### src/rtl/cswg_pkg.sv
package cswg_pkg;

    // Configuration byte, MSB first: upper wait, lower wait, ext mode, window
    typedef struct packed {
        logic [1:0] wait_hi;
        logic [2:0] wait_lo;
        logic       ext_mode;
        logic [1:0] win_sel;
    } cswg_cfg_t;

    localparam int CFG_W  = $bits(cswg_cfg_t);
    localparam int WCNT_W = 3;

endpackage

### src/rtl/cswg_cfg_reg.sv
module cswg_cfg_reg
    import cswg_pkg::*;
(
    input  logic                clk,
    input  logic                rst_n,
    input  logic                we,
    input  logic [CFG_W-1:0]    wdata,
    output cswg_cfg_t           cfg_o
);

    typedef struct packed {
        cswg_cfg_t cfg;
    } state_t;

    state_t st_d, st_q;

    always_comb begin
        st_d = st_q;
        if (we) begin
            st_d.cfg = cswg_cfg_t'(wdata);
        end
    end

    always_ff @(posedge clk or negedge rst_n) begin
        if (!rst_n) begin
            st_q <= '0;
        end else begin
            st_q <= st_d;
        end
    end

    assign cfg_o = st_q.cfg;

endmodule

### src/rtl/cswg_decode.sv
module cswg_decode
    import cswg_pkg::*;
#(
    parameter int ADDR_W    = 16,
    parameter int BLK_SHIFT = 12
) (
    input  logic [ADDR_W-1:0] addr,
    input  logic              valid,
    input  logic              int_acc,
    input  logic              t4,
    input  logic [WCNT_W-1:0] data_lo,
    input  cswg_cfg_t         cfg,
    output logic              sel_lo_n,
    output logic              sel_hi_n,
    output logic              wstrb_n,
    output logic [WCNT_W-1:0] wait_n
);

    localparam int SHIFT_W = $clog2(ADDR_W + 1);

    logic               ext_ok;
    logic               hit_lo;
    logic               hit_hi;
    logic [SHIFT_W-1:0] win_shift;

    always_comb begin
        ext_ok    = valid && !int_acc;
        win_shift = SHIFT_W'(BLK_SHIFT) + SHIFT_W'(cfg.win_sel);
        hit_lo    = ext_ok && ((addr >> win_shift) == '0);
        hit_hi    = ext_ok && addr[ADDR_W-1];

        if (hit_lo) begin
            wait_n = cfg.ext_mode ? data_lo : cfg.wait_lo;
        end else if (hit_hi) begin
            wait_n = WCNT_W'(cfg.wait_hi);
        end else begin
            wait_n = '0;
        end
    end

    assign sel_lo_n = !hit_lo;
    assign sel_hi_n = !hit_hi;
    assign wstrb_n  = !(hit_lo && t4);

endmodule

### src/rtl/cswg_wait_ctr.sv
module cswg_wait_ctr #(
    parameter int CNT_W = 3
) (
    input  logic             clk,
    input  logic             rst_n,
    input  logic             t4,
    input  logic [CNT_W-1:0] load_val,
    output logic             ready_o
);

    typedef struct packed {
        logic [CNT_W-1:0] remain;
    } state_t;

    state_t st_d, st_q;

    always_comb begin
        st_d = st_q;
        if (st_q.remain != '0) begin
            st_d.remain = st_q.remain - 1'b1;
        end else if (t4) begin
            st_d.remain = load_val;
        end
    end

    always_ff @(posedge clk or negedge rst_n) begin
        if (!rst_n) begin
            st_q <= '0;
        end else begin
            st_q <= st_d;
        end
    end

    assign ready_o = (st_q.remain == '0);

endmodule

### src/rtl/cs_wait_gen.sv
module cs_wait_gen
    import cswg_pkg::*;
#(
    parameter int ADDR_W    = 16,
    parameter int BLK_SHIFT = 12
) (
    input  logic              clk,
    input  logic              rst_n,
    input  logic              cfg_we,
    input  logic [CFG_W-1:0]  cfg_wdata,
    input  logic [ADDR_W-1:0] bus_addr,
    input  logic              bus_valid,
    input  logic              int_acc,
    input  logic              t4,
    input  logic [WCNT_W-1:0] bus_data_lo,
    output logic              sel_lo_n,
    output logic              sel_hi_n,
    output logic              wstrb_n,
    output logic              ready_o
);

    cswg_cfg_t         cfg;
    logic [WCNT_W-1:0] wait_sel;

    cswg_cfg_reg u_cfg (
        .clk   (clk),
        .rst_n (rst_n),
        .we    (cfg_we),
        .wdata (cfg_wdata),
        .cfg_o (cfg)
    );

    cswg_decode #(
        .ADDR_W    (ADDR_W),
        .BLK_SHIFT (BLK_SHIFT)
    ) u_dec (
        .addr     (bus_addr),
        .valid    (bus_valid),
        .int_acc  (int_acc),
        .t4       (t4),
        .data_lo  (bus_data_lo),
        .cfg      (cfg),
        .sel_lo_n (sel_lo_n),
        .sel_hi_n (sel_hi_n),
        .wstrb_n  (wstrb_n),
        .wait_n   (wait_sel)
    );

    cswg_wait_ctr #(
        .CNT_W (WCNT_W)
    ) u_ctr (
        .clk      (clk),
        .rst_n    (rst_n),
        .t4       (t4),
        .load_val (wait_sel),
        .ready_o  (ready_o)
    );

endmodule

### config.mk
export PLATFORM = sky130hd
export DESIGN_NAME = cs_wait_gen
export DESIGN_NICKNAME = d
export VERILOG_FILES = /design/src/rtl/cswg_pkg.sv /design/src/rtl/cswg_cfg_reg.sv /design/src/rtl/cswg_decode.sv /design/src/rtl/cswg_wait_ctr.sv /design/src/rtl/cs_wait_gen.sv
export SDC_FILE = /design/constraint.sdc
export NUM_CORES = 1
export LEC_CHECK = 0
export ABC_AREA = 1
export BUFFER_PORTS_ARGS = -buffer_cell sky130_fd_sc_hd__buf_2
export CORE_MARGIN = 8
export CORE_UTILIZATION = 25
export DETAILED_ROUTE_END_ITERATION = 6
export PLACE_DENSITY = 0.56
export RECOVER_POWER = 50
export SETUP_SLACK_MARGIN = 0.4
export SYNTH_ARGS = -nofsm -noshare
export SYNTH_HDL_FRONTEND = slang
export SYNTH_SLANG_ARGS = --single-unit
### constraint.sdc
create_clock -name clk -period 1.3 [get_ports clk]
set_clock_uncertainty 0.2 [all_clocks]
set_input_delay 0.13 -clock clk [delete_from_list [all_inputs] [get_ports clk]]
set_output_delay 0.13 -clock clk [all_outputs]
set_load 0.03 [all_outputs]
After elaboration in Yosys (flattened, before gate mapping)
Index checks and enable logic that the tools add are counted.
- input bits: 33
- logic and storage cells: 25
- register bits: 11
- add/subtract/negate cells: 2
- shift-type cells: 1
- multiplexer cells: 5
- reduce and logical (&&, ||, !) cells: 12
- operator list (operator ; number):
    logical NOT 16 bit ; 1
    >> shifter 16 x 5 -> 16 bit ; 1
    2-to-1 mux 3 bit ; 4
    adder 4 x 2 -> 5 bit (first input constant) ; 1
    logical AND 1 bit ; 4
    logical NOT 1 bit ; 4
    logical NOT 3 bit ; 1
    nonzero test 3 bit ; 1
    subtractor 3 x 1 -> 3 bit (second input constant) ; 1
    2-to-1 mux 2 bit ; 1
    nonzero test 2 bit ; 1

Longest topological paths before layout
- depth after elaboration: 7
- mapped depth: 10
- gate-level depth less buffers: 10

Hierarchy
A second synthesis with hierarchy kept.
- cells, all modules: 97
- area, all modules: 668.1 sq um
- modules (own cells, without submodules) (module ; area an instance (sq um) ; cells an instance ; instances ; seq. area each (sq um)):
    cswg_cfg_reg ; 305.3 ; 34 ; 1 ; 200.2
    cswg_wait_ctr ; 215.2 ; 33 ; 1 ; 75.1
    cswg_decode ; 147.6 ; 30 ; 1 ; 0.0

Least setup slack after synthesis
Ideal clock, no wire load.
- path kind: flip-flop to flip-flop
- start point: reg u_ctr.st_q[0] (netlist name)
- end point: reg u_ctr.st_q[2] (netlist name)
- stages on the path, launching flop included: 9
- required time: 1.027 ns
- data arrival time: 1.215 ns
- slack: -0.188 ns
- buffers on the path: 0
- setup time: 0.073 ns
- cells stage by stage: dfrtp_1 -> inv_1 -> ha_1 -> inv_1 -> nor2_4 -> inv_2 -> nor2_2 -> nand3_2 -> a21oi_2
- cells in the longest elaborated chain, start to end: 2
- RTL lines (what ; RTL line ; text):
    start, declared ; cswg_wait_ctr.sv:15 ; state_t st_d, st_q;
    start signal, assigned ; cswg_wait_ctr.sv:30 ; st_q <= st_d;
    subtractor 3 x 1 -> 3 bit / nonzero test 3 bit (equally long branches) ; cswg_wait_ctr.sv:20, cswg_wait_ctr.sv:19 ;
    2-to-1 mux 3 bit / nonzero test 2 bit (equally long branches) ; n/a ;
Parallel ways exist; a longest one is shown, timed or not.
A chain may end at the register's enable or synchronous reset.

Final worst setup path
- start point: reg u_ctr.st_q[0] (netlist name)
- end point: out ready_o
- cells in the longest elaborated chain, start to end: 1
- RTL lines (what ; RTL line ; text):
    logical NOT 3 bit ; cswg_wait_ctr.sv:34 ; assign ready_o = (st_q.remain == '0);
    end, declared ; cs_wait_gen.sv:19 ; output logic ready_o
No other way between the ends.

==> results_dict.tcl <==
set metrics [dict create \
    cts_hold_buf 1 \
    fin_nets 157 \
    ir_drop_mv 0.762 \
    worstPathArrival_ps 1150 \
    yosys-top-cells-area "dfrtp_1 43%, nand2_1 16%, inv_1 8.8%" \
    synth-edff-count 0 \
    vias 651 \
    drc 0 \
    synth-main-ff-cell "dfrtp_1" \
    finalCritPeriodShare_pct 114 \
    layout_setup_ws_ps -180 \
    die_y_um 66.7 \
    io_buffers 24 \
    yosysUniqueCellTypes 17 \
    min_to "u_cfg.cfg_o[4]" \
    grt_overflow 0 \
    rsz0062_at_grt "yes" \
    antenna_found_initial 0 \
    violations "negative hold slack, negative setup slack" \
    syn_inst 83 \
    grt_pass1_wl_mm 2.73 \
    worst_setup_path_start_kind "register" \
    grt_max_degree 14 \
    dp_hpwl_mm 1.17 \
    ys_ff_latch 11 \
    coreArea_um2 2450 \
    finalHoldViolations 8 \
    cp.required_ps 970 \
    yosysMostFrequentCell "nand2_1" \
    crit_fanout 3 \
    ant_nets 0 \
    min_period_ps 1480 \
    outcome "finished, violations left" \
    placementRows 18 \
    initial_core_util_pct 26.2 \
    synth_top_area_share_pct 42.8 \
    end_kind "output port" \
    cts_root_buffer "clkbuf_4" \
    power.total_mw 1.52 \
    final-setup-viol-count 6 \
    gp_congestion 0.743 \
    tightest_slew_ps 616 \
    whs_ps -130 \
    clk_latency_ps 270 \
    max_cap_violations 0 \
    die_area_um2 4450 \
    wl_mm 1.61 \
    grt_pass1_vias 679 \
    clkTransAtPathRegs_ps 70 \
    numClockSinks 11 \
    ys_seq_area_share_pct 42.8 \
    whs_path_depth 3 \
    worstSetupPathType "register to output port" \
    slowest_stage "dfrtp_1" \
    relSlewSlack_pct 58.9 \
    hold_start "cfg_wdata[4]" \
    drv_slew 0 \
    wire_per_inst_um 10.6 \
    reg2reg_to "u_ctr.st_q[2]" \
    synthesis.area_um2 643 \
    worstHoldPathType "input pin to register" \
    drt_iter0_markers 4 \
    path_cells "inv_2, ha_4, inv_2, nor2_4, buf_6" \
    power.leakage_nw 0.523 \
    numCtsBuffers 3 \
    clk_path_buf_depth 2 \
    syn-num-nets 118 \
    insertedDiodeCount 0 \
    reg2reg_depth 9 \
    fp.dieW_um 66.7 \
    drt-pass1-iter-count 4 \
    r2r_slack_ps -150 \
    synth_area_leader_cell "dfrtp_1" \
    num_io_pins 37 \
    synthArstFlopShare_pct 100 \
    avgSynthCellArea_um2 7.75 \
    layout-drive-gt1-share_pct 48.8 \
    area_growth_pct 54.9 \
    synthTopCellsByCount "27 x nand2_1, 15 x inv_1, 11 x dfrtp_1, 8 x o21ai_0, 5 x nand3_1" \
    cts_tree "built" \
    dp_slack_ps -101 \
    htreeDepth 1 \
    max_freq_ghz 0.676 \
    reg2reg_from "u_ctr.st_q[0]" \
    yosys_warnings 0 \
    via_per_inst 4.31 \
    power.density_nw_per_um2 1530 \
    grt_usage_pct 8.07 \
    crit_top_cell "inv_2" \
    slowest_delay_ps 390 \
]
## flip-flops by register name, indices dropped and copies added (netlist names)
register     cells
u_cfg.cfg_o      8
u_ctr.st_q       3
## area by class of cell
type | count | area [µm²]
fill | 269 | 1460
multi-input combinational | 55 | 372
sequential | 11 | 275
timing repair buffer | 35 | 225
inverter | 16 | 60.1
tap | 30 | 37.5
clock buffer | 4 | 26.3
## metrics by stage
stage	util, %	setup TNS (ps)	cell area (µm²)	std cells	hold WS (ps)
final	40.6	-852	996	151	-130
after CTS	38.6	-935	947	148	-138
after detailed placement	33.9	-253	833	139	-186
after global placement	33.9	-276	833	139	-186
after global routing	40.6	-1400	996	151	-131
after floorplan	-	-552	658	83	-366
## worst max-delay path: cells and delay by family (launching register included)
kind                     cells  cell delay, ps
adder cells (fa/ha/maj)      1             130
AND/OR/NAND/NOR              1             100
flip-flops                   1             390
buffers and inverters        3             270
## logic make-up after synthesis
family,after synthesis,synth area share (%)
DFF,11,42.8
muxes,3,5.25
adders and majority gates,2,3.89
AOI/OAI and AO/OA,10,8.37
and+or+nand+nor,39,28.2
xor gates and xnor gates,1,1.36
buffers and inverters,17,10.1
## cell usage in the layout (no fill, tap or decap)
cell type,count
nor2_4,3
xor2_1,1
inv_2,7
nor2_1,1
o21ai_2,2
a21oi_2,1
buf_2,19
inv_1,9
o21ai_1,1
clkbuf_1,2
ha_4,2
clkbuf_4,3
nand4_1,2
mux2_4,3
buf_4,11
o21ai_0,5
nand3_4,1
nand2_1,24
buf_6,3
nand2_2,3
nand3_1,4
dlygate4sd3_1,1
a21oi_1,1
nand3_2,1
dfrtp_1,11
## where the power goes
| part | total [mW] | leakage [nW] | switching, mW | internal, mW |
|---|---|---|---|---|
| clock network | 0.234 | 0.0150 | 0.115 | 0.119 |
| registers | 0.466 | 0.132 | 0.0491 | 0.416 |
| logic | 0.821 | 0.377 | 0.407 | 0.414 |
## worst max path at each step
stage | start | endpoint | slack [ps] | cells past startpoint
global placement | u_ctr.st_q[0] | u_ctr.st_q[0] | -90 | 7
floorplan | u_ctr.st_q[0] | u_ctr.st_q[0] | -190 | 7
detailed placement | u_ctr.st_q[1] | u_ctr.st_q[2] | -100 | 8
CTS | u_ctr.st_q[0] | ready_o | -200 | 5
global route | u_ctr.st_q[0] | ready_o | -260 | 5
finish | u_ctr.st_q[0] | ready_o | -180 | 5
## metal layers
metal | GRT usage [%] | up-vias | wire length, µm
li1 | - | 337 | -
met1 | 8.50 | 296 | 714
met2 | 13.0 | 16 | 785
met3 | 3.52 | 2 | 98
met4 | 4.80 | 0 | 7
met5 | 0 | - | 0
## what timing repair did
action | CTS | global route
pin swaps | 3 | 3
setup endpoints to repair | 10 | 11
resized for setup | 19 | 10
endpoints found under the hold margin | 20 | 8
buffers inserted | 4 | 3
Power figures use the tool's default switching activity.
